--- config.mk ---
export PLATFORM = sky130hd
export DESIGN_NAME = fcsi_ctrl
export DESIGN_NICKNAME = d
export VERILOG_FILES = /design/src/rtl/fcsi_pkg.sv /design/src/rtl/fcsi_decode.sv /design/src/rtl/fcsi_seq.sv /design/src/rtl/fcsi_status.sv /design/src/rtl/fcsi_ctrl.sv
export SDC_FILE = /design/constraint.sdc
export NUM_CORES = 1
export LEC_CHECK = 0
export ABC_AREA = 1
export BUFFER_PORTS_ARGS = -buffer_cell sky130_fd_sc_hd__buf_4
export CAP_MARGIN = 20
export CORE_MARGIN = 1
export CORE_UTILIZATION = 45
export CTS_BUF_LIST = sky130_fd_sc_hd__clkbuf_8
export DETAILED_ROUTE_END_ITERATION = 10
export GPL_TIMING_DRIVEN = 0
export HOLD_SLACK_MARGIN = 0.1
export PLACE_DENSITY = 0.67
export SLEW_MARGIN = 30
export SYNTH_ARGS = -nofsm -noshare
export SYNTH_HDL_FRONTEND = slang
export SYNTH_SLANG_ARGS = --single-unit
--- constraint.sdc ---
create_clock -name clk -period 1.7 [get_ports clk]
set_input_delay 0.51 -clock clk [delete_from_list [all_inputs] [get_ports clk]]
set_output_delay 0.51 -clock clk [all_outputs]
set_load 0.01 [all_outputs]
--- src/rtl/fcsi_pkg.sv ---
// Package: shared types for the flash command/status front end.
// Assumes an 8-bit or wider host port; status bit positions are fixed.
package fcsi_pkg;

    // Decoded class of a command-phase write
    typedef enum logic [2:0] {
        CLS_TWO_CYCLE = 3'd0,
        CLS_MASS      = 3'd1,
        CLS_MAIN      = 3'd2,
        CLS_INFO      = 3'd3,
        CLS_CLEAR     = 3'd4,
        CLS_UNKNOWN   = 3'd5
    } cmd_class_t;

    // Status byte bit positions
    localparam int unsigned ST_READY = 7;
    localparam int unsigned ST_CERR  = 5;
    localparam int unsigned ST_SETUP = 4;
    localparam int unsigned ST_INFO  = 3;
    localparam int unsigned ST_LOCK  = 2;

endpackage

--- src/rtl/fcsi_decode.sv ---
// Module: fcsi_decode
// Purely combinational classifier of a host byte into a command class.
// Assumes all code parameters are distinct.
module fcsi_decode #(
    parameter int unsigned DW = 8,
    parameter logic [DW-1:0] CODE_PROG  = 8'h10,
    parameter logic [DW-1:0] CODE_PERASE = 8'h20,
    parameter logic [DW-1:0] CODE_MASS  = 8'h30,
    parameter logic [DW-1:0] CODE_MAIN  = 8'h40,
    parameter logic [DW-1:0] CODE_INFO  = 8'h41,
    parameter logic [DW-1:0] CODE_CLR   = 8'h4F
) (
    input  logic [DW-1:0]        code,
    output fcsi_pkg::cmd_class_t cls
);
    import fcsi_pkg::*;

    // Map the code onto its class; everything unlisted is unknown
    always_comb begin
        if (code == CODE_PROG || code == CODE_PERASE) cls = CLS_TWO_CYCLE;
        else if (code == CODE_MASS)                   cls = CLS_MASS;
        else if (code == CODE_MAIN)                   cls = CLS_MAIN;
        else if (code == CODE_INFO)                   cls = CLS_INFO;
        else if (code == CODE_CLR)                    cls = CLS_CLEAR;
        else                                          cls = CLS_UNKNOWN;
    end
endmodule

--- src/rtl/fcsi_seq.sv ---
// Module: fcsi_seq
// Host-side sequencer: command phase versus armed argument phase, request
// issue to the engine, and one-cycle event strobes for the status register.
// Assumes 'ready' already folds in engine busy and an outgoing request.
module fcsi_seq #(
    parameter int unsigned DW = 8
) (
    input  logic                 clk,
    input  logic                 rst_n,
    input  logic                 host_wr,
    input  logic                 host_rd,
    input  logic [DW-1:0]        host_wdata,
    input  fcsi_pkg::cmd_class_t cls,
    input  logic                 ready,
    output logic                 arg_pend,
    output logic                 req,
    output logic [DW-1:0]        req_cmd,
    output logic [DW-1:0]        req_arg,
    output logic                 ev_main,
    output logic                 ev_info,
    output logic                 ev_clear,
    output logic                 ev_bad,
    output logic                 ev_setup
);
    import fcsi_pkg::*;

    logic [DW-1:0] armed_cmd;
    logic          cmd_ok;

    // A command-phase write is acted on only while ready
    always_comb cmd_ok = host_wr && !arg_pend && ready;

    // Event strobes toward the status register
    always_comb begin
        ev_main  = cmd_ok && (cls == CLS_MAIN);
        ev_info  = cmd_ok && (cls == CLS_INFO);
        ev_clear = cmd_ok && (cls == CLS_CLEAR);
        ev_bad   = cmd_ok && (cls == CLS_UNKNOWN);
        ev_setup = arg_pend && host_rd && !host_wr;
    end

    // Phase tracking and request register
    always_ff @(posedge clk) begin
        if (!rst_n) begin
            arg_pend  <= 1'b0;
            armed_cmd <= '0;
            req       <= 1'b0;
            req_cmd   <= '0;
            req_arg   <= '0;
        end else begin
            req <= 1'b0;
            if (host_wr && arg_pend) begin
                arg_pend <= 1'b0;
                req      <= 1'b1;
                req_cmd  <= armed_cmd;
                req_arg  <= host_wdata;
            end else if (cmd_ok && cls == CLS_TWO_CYCLE) begin
                arg_pend  <= 1'b1;
                armed_cmd <= host_wdata;
            end else if (cmd_ok && cls == CLS_MASS) begin
                req     <= 1'b1;
                req_cmd <= host_wdata;
                req_arg <= '0;
            end else if (ev_setup) begin
                arg_pend <= 1'b0;
            end
        end
    end
endmodule

--- src/rtl/fcsi_status.sv ---
// Module: fcsi_status
// Status register: block select and two sticky error flags, plus assembly
// of the status byte. Lock is taken live from the write-protect pin.
// Assumes DW >= 8.
module fcsi_status #(
    parameter int unsigned DW = 8
) (
    input  logic          clk,
    input  logic          rst_n,
    input  logic          ev_main,
    input  logic          ev_info,
    input  logic          ev_clear,
    input  logic          ev_bad,
    input  logic          ev_setup,
    input  logic          ready,
    input  logic          wp_n,
    output logic          info_sel,
    output logic          setup_err,
    output logic          code_err,
    output logic [DW-1:0] status
);
    import fcsi_pkg::*;

    // Block selection; reset returns to main memory
    always_ff @(posedge clk) begin
        if (!rst_n)       info_sel <= 1'b0;
        else if (ev_info) info_sel <= 1'b1;
        else if (ev_main) info_sel <= 1'b0;
    end

    // Sticky error flags, cleared only by reset or the clear command
    always_ff @(posedge clk) begin
        if (!rst_n) begin
            setup_err <= 1'b0;
            code_err  <= 1'b0;
        end else begin
            if (ev_clear)      setup_err <= 1'b0;
            else if (ev_setup) setup_err <= 1'b1;
            if (ev_clear)      code_err  <= 1'b0;
            else if (ev_bad)   code_err  <= 1'b1;
        end
    end

    // Status byte assembly
    always_comb begin
        status           = '0;
        status[ST_READY] = ready;
        status[ST_CERR]  = code_err;
        status[ST_SETUP] = setup_err;
        status[ST_INFO]  = info_sel;
        status[ST_LOCK]  = !wp_n;
    end
endmodule

--- src/rtl/fcsi_ctrl.sv ---
// Module: fcsi_ctrl (top)
// Flash command/status front end: decodes host writes, forwards engine
// requests and presents the status byte on every read.
// Assumes the engine raises eng_busy the cycle after it sees eng_req.
module fcsi_ctrl #(
    parameter int unsigned DW = 8,
    parameter logic [DW-1:0] CODE_PROG   = 8'h10,
    parameter logic [DW-1:0] CODE_PERASE = 8'h20,
    parameter logic [DW-1:0] CODE_MASS   = 8'h30,
    parameter logic [DW-1:0] CODE_MAIN   = 8'h40,
    parameter logic [DW-1:0] CODE_INFO   = 8'h41,
    parameter logic [DW-1:0] CODE_CLR    = 8'h4F
) (
    input  logic          clk,
    input  logic          rst_n,
    input  logic          host_wr,
    input  logic          host_rd,
    input  logic [DW-1:0] host_wdata,
    output logic [DW-1:0] host_rdata,
    input  logic          wp_n,
    input  logic          eng_busy,
    output logic          eng_req,
    output logic [DW-1:0] eng_cmd,
    output logic [DW-1:0] eng_arg,
    output logic          eng_info
);
    import fcsi_pkg::*;

    cmd_class_t cls;
    logic ready, arg_pend;
    logic ev_main, ev_info, ev_clear, ev_bad, ev_setup;
    logic info_sel, setup_err, code_err;

    // Ready while the engine is idle and no request is on its way
    always_comb ready = !eng_busy && !eng_req;

    fcsi_decode #(
        .DW(DW), .CODE_PROG(CODE_PROG), .CODE_PERASE(CODE_PERASE),
        .CODE_MASS(CODE_MASS), .CODE_MAIN(CODE_MAIN),
        .CODE_INFO(CODE_INFO), .CODE_CLR(CODE_CLR)
    ) u_dec (
        .code (host_wdata),
        .cls  (cls)
    );

    fcsi_seq #(.DW(DW)) u_seq (
        .clk        (clk),
        .rst_n      (rst_n),
        .host_wr    (host_wr),
        .host_rd    (host_rd),
        .host_wdata (host_wdata),
        .cls        (cls),
        .ready      (ready),
        .arg_pend   (arg_pend),
        .req        (eng_req),
        .req_cmd    (eng_cmd),
        .req_arg    (eng_arg),
        .ev_main    (ev_main),
        .ev_info    (ev_info),
        .ev_clear   (ev_clear),
        .ev_bad     (ev_bad),
        .ev_setup   (ev_setup)
    );

    fcsi_status #(.DW(DW)) u_st (
        .clk       (clk),
        .rst_n     (rst_n),
        .ev_main   (ev_main),
        .ev_info   (ev_info),
        .ev_clear  (ev_clear),
        .ev_bad    (ev_bad),
        .ev_setup  (ev_setup),
        .ready     (ready),
        .wp_n      (wp_n),
        .info_sel  (info_sel),
        .setup_err (setup_err),
        .code_err  (code_err),
        .status    (host_rdata)
    );

    // Block selection exported to the engine
    always_comb eng_info = info_sel;
endmodule

# Word level (Yosys, flattened, before mapping)
# Cells that the tools add are included.
[classes]
bitwise_logic = 2
muxes = 19
reduce_logical = 27
n_eq_ne = 13
[ops]
columns = ["cell", "count"]
rows = [
  ["2-to-1 mux 8 bit", 6],
  ["== test 8 x 7 -> 1 bit (second input constant)", 3],
  ["== test 8 x 6 -> 1 bit (second input constant)", 2],
  ["logical AND 1 bit", 12],
  ["2-to-1 mux 3 bit", 4],
  ["2-to-1 mux 1 bit", 9],
  ["== test 8 x 5 -> 1 bit (second input constant)", 1],
  ["== test 3 x 2 -> 1 bit (second input constant)", 2],
  ["== test 3 bit (second input constant)", 2],
  ["AND reduction 2 bit", 3],
  ["nonzero test 2 bit", 3],
  ["zero test 1 bit", 5],
  ["!= test 2 x 1 -> 1 bit (second input constant)", 2],
  ["OR reduction 2 bit", 2],
  ["== test 3 x 1 -> 1 bit (second input constant)", 1],
  ["zero test 3 bit", 1],
  ["NOT 1 bit", 2],
  ["logical OR 1 bit", 1],
]
[word_totals]
word_cells = 69
register_bits = 29
output_inout_bits = 26
inputBits = 14

# Longest topological paths before layout
[logic_depth]
ltp_word = 11
depth_mapped = 8
ltp_nobuf = 8

# Hierarchy
# From an unflattened synthesis, not the netlist that was laid out.
[unflattened]
hier_cells = 244
hier_area_um2 = 1535.2
[by_module_without_submodules]
columns = ["mod", "seq_area_each_um2", "n_inst", "area_each_um2", "cells_per_inst"]
rows = [
  ["fcsi_seq", 520.5, 1, 1232.4, 188],
  ["fcsi_status", 60.1, 1, 166.4, 23],
  ["fcsi_decode", 0.0, 1, 132.6, 32],
  ["fcsi_ctrl", 0.0, 1, 3.8, 1],
]

# Worst setup path after synthesis
# OpenSTA, ideal clock, no wires.
[synth_timing]
path_type = "input to register"
start = "input eng_busy"
end = "register u_seq.req_cmd[1]"
path_slack_ns = 0.350
path_stages = 8
arrival_ns = 1.234
required_ns = 1.584
n_path_buf = 0
path_cell_list = "inv_1 > nand2_1 > nor2_4 > nand3_4 > nand2_4 > inv_2 > nor2_1 > nor2_1"
[synth_between]
elab_chain_len = 6
word_cells_on_any_way = 8
classes_between = "1 x eq/ne; 7 x reduce/logical"
[synth_rtl]
columns = ["element", "line", "source"]
rows = [
  ["start: declaration", "fcsi_ctrl.sv:21", "input logic eng_busy,"],
  ["zero test 1 bit (*)", "fcsi_ctrl.sv:35", "always_comb ready = !eng_busy && !eng_req;"],
  ["logical AND 1 bit (*)", "fcsi_ctrl.sv:35", ""],
  ["logical AND 1 bit (*)", "fcsi_seq.sv:31", "always_comb cmd_ok = host_wr && !arg_pend && ready;"],
  ["logical AND 1 bit, on equally long branches", "fcsi_seq.sv:57, fcsi_seq.sv:60", ""],
  ["!= test 2 x 1 -> 1 bit (no source line) / nonzero test 2 bit (equally long branches)", "--", ""],
  ["AND reduction 2 bit (no source line) (*)", "--", ""],
  ["end signal: assignment", "fcsi_seq.sv:55", "req_cmd <= armed_cmd;"],
  ["end signal: assignment", "fcsi_seq.sv:62", "req_cmd <= host_wdata;"],
  ["end: declaration", "fcsi_seq.sv:17", "output logic [DW-1:0] req_cmd,"],
]
# Every way passes the cells marked *; elsewhere a longest branch is shown, timed or not.
# A chain may end at the register's enable or synchronous reset.

# Worst setup path after layout
[layout_timing]
start = "register u_seq.req"
end = "output host_rdata[7]"
[layout_between]
elab_chain_len = 2
[layout_rtl]
columns = ["element", "line", "source"]
rows = [
  ["start: declaration", "fcsi_seq.sv:16", "output logic req,"],
  ["start signal: assignment", "fcsi_seq.sv:47", "req <= 1'b0;"],
  ["start signal: assignment", "fcsi_seq.sv:51", "req <= 1'b0;"],
  ["start signal: assignment", "fcsi_seq.sv:54", "req <= 1'b1;"],
  ["zero test 1 bit", "fcsi_ctrl.sv:35", ""],
  ["logical AND 1 bit", "fcsi_ctrl.sv:35", ""],
  ["end: declaration", "fcsi_ctrl.sv:19", "output logic [DW-1:0] host_rdata,"],
]
# No other way between the ends.

==> flow_summary.toml <==
[route]
drt-total-wl_mm = 3.01
drt-wirelength-per-cell_microns = 11.1
avgViaCountPerCell = 4.85
postRouteAntennaNets = 0
drc_errors = 0
vias = 1318
drt_first_iter_violations = 34
dr.pass1.iters = 4

[power]
power.leakage_nw = 0.853
powerDensity_nw_per_um2 = 767
peakVddDrop_uv = 693

[clock_network]
htreeDepth = 2
cts.sinks = 29
hold_buffers = 0
cts_tree = "done"
clk_pin_slew_ns = 0.06
cts_made_buffers = 5
cts_buffer_depth = 2
clock-root-buffer = "clkbuf_8"
clock_latency_ns = 0.28
ctsResizeCount = 0
postCtsSetupRepairBufs = 0

[yosys]
synth_area_leaders = "dfxtp_1, nand2_1, nor2_1, inv_1, a21oi_1"
syn_inst = 195
ys_ff_latch = 29
synth_cell_types = 19
yosys_warnings = 0
synth_largest_area_cell = "dfxtp_1"
seq_area_frac_synth_pct = 43.6
postSynthAreaPerCell_sq_um = 6.83
synth_area_sq_um = 1330
netlist.area_leader.share_pct = 43.6

[final_layout]
multi_input_area_sq_um = 583
drive_above_1_share_pct = 26.1
fill_cells = 292
n_antenna_cell = 0
final_common_cell = "buf_4"
seqCellArea_sq_um = 581
final_cell_mix = "buf_4, nand2_1, nor2_1"
stdcell_area_sq_um = 1730
area_growth_pct = 30.0
finalNetCount = 254

[placed_design]
port_buffers = 36
place_congestion = 0.929
dpl-instance-area_sq_um = 1650
dp_hpwl_mm = 2.28

[floorplanning]
rows = 19
die_x_microns = 56.4
die_h_microns = 56.4
boundaryPins = 40
core_sq_um = 2780
design.die.area_sq_um = 3180
start_util_pct = 47.9

[worst_setup_path]
cp.arrival_ns = 1.05
start_kind = "flop"
path_max_fanout = 2
required_ns = 1.19
criticalPathCategory = "flop to output pin"
cp-end-kind = "output pin"

[sta]
fin_skew_ns = 0.00282
finalHoldViolations = 0
min_period_over_period_pct = 91.6
tns_ns = 0
period_needed_ns = 1.56
slew_violations = 0
max_freq_ghz = 0.642
setup_viol_count_final = 0
rsz0062_at_grt = "no"

[worst_hold_path]
hold_path.class = "flop to flop"

[global_routing]
grt_pass1_wl_mm = 4.89
overflow = 0
antenna_found_initial = 0
grt_max_degree = 11
grt_use_total_pct = 20.1
grt_pass1_vias = 1155

[job]
cap_violations = 0

[outcome]
status = "finished clean"
-- routing by layer --
layer	vias up	GRT usage, %	wire length [microns]
met5	-	0	0
li1	690	-	-
met3	8	5.99	158
met2	36	33.0	1420
met4	0	8.71	60
met1	584	24.5	1370
-- cell type report --
class	count	area share (%)
multi-input combinational	129	33.7
sequential	29	33.6
timing repair buffer	36	15.6
inverter	28	6.07
buffer	11	4.05
clock buffer	5	3.98
tap	31	2.24
clock inverter	3	0.795
-- per-stage QoR --
step / utilization, % / hold slack (ns) / std cells / total power [mW] / worst slack (ns)
floorplan: - / 0.419 / 197 / 0.759 / 0.350
global placement: 59.2 / 0.427 / 264 / 0.813 / 0.0608
detailed placement: 59.2 / 0.430 / 264 / 0.815 / 0.0458
CTS: 62.2 / 0.442 / 272 / 1.33 / 0.133
global route: 62.2 / 0.450 / 272 / 1.37 / 0.0781
finish: 62.2 / 0.439 / 272 / 1.33 / 0.143
-- worst paths after layout --
| check | from | slack (ns) | depth (start not counted) | to |
|---|---|---|---|---|
| worst max register to register | u_seq.arg_pend | 0.35 | 8 | u_seq.req_cmd[2] |
| worst min register to register | u_seq.armed_cmd[2] | 0.44 | 2 | u_seq.armed_cmd[2] |
| worst max-delay path | u_seq.req | 0.14 | 5 | host_rdata[7] |
| worst min-delay path | u_seq.armed_cmd[2] | 0.44 | 2 | u_seq.armed_cmd[2] |
-- worst max-delay path, cell delays in order, from the launching register on --
cell	delay, ns
dfxtp_1	0.32
inv_1	0.04
nand2_1	0.11
inv_1	0.05
buf_4	0.12
buf_4	0.13
-- power by group --
part / leakage, nW / internal, mW / total (mW) / switching (mW)
Combinational: 0.570 / 0.0505 / 0.117 / 0.0664
Clock: 0.0491 / 0.276 / 0.526 / 0.250
Sequential: 0.234 / 0.682 / 0.684 / 0.00136
-- synth_stat cells --
master    number
buf_2          2
nand2_4        1
buf_4          7
conb_1         1
nor3_1         6
nand2_1       39
nor2_2         3
nand3_1       13
clkbuf_1       2
dfxtp_1       29
nand3_4        1
nor2_1        32
o21ai_0       13
inv_1         24
nor2_4         1
a21oi_1       14
o21ai_1        2
nand2_2        1
inv_2          4
-- flip-flops by register name, indices dropped and copies added, names as in the netlist --
register / flops
u_seq.armed_cmd: 8
u_seq.req_arg: 8
u_seq.req_cmd: 8
u_seq.arg_pend: 1
u_seq.req: 1
u_st.code_err: 1
u_st.info_sel: 1
u_st.setup_err: 1
-- logic make-up after synthesis --
family	count (synthesis)	share of synthesized area [%]
flops	29	43.6
other cells	1	0.282
compound gates	29	10.9
simple gates	97	32.0
buf+inv	39	13.2
Note: power is estimated with default switching activity, not from simulation.
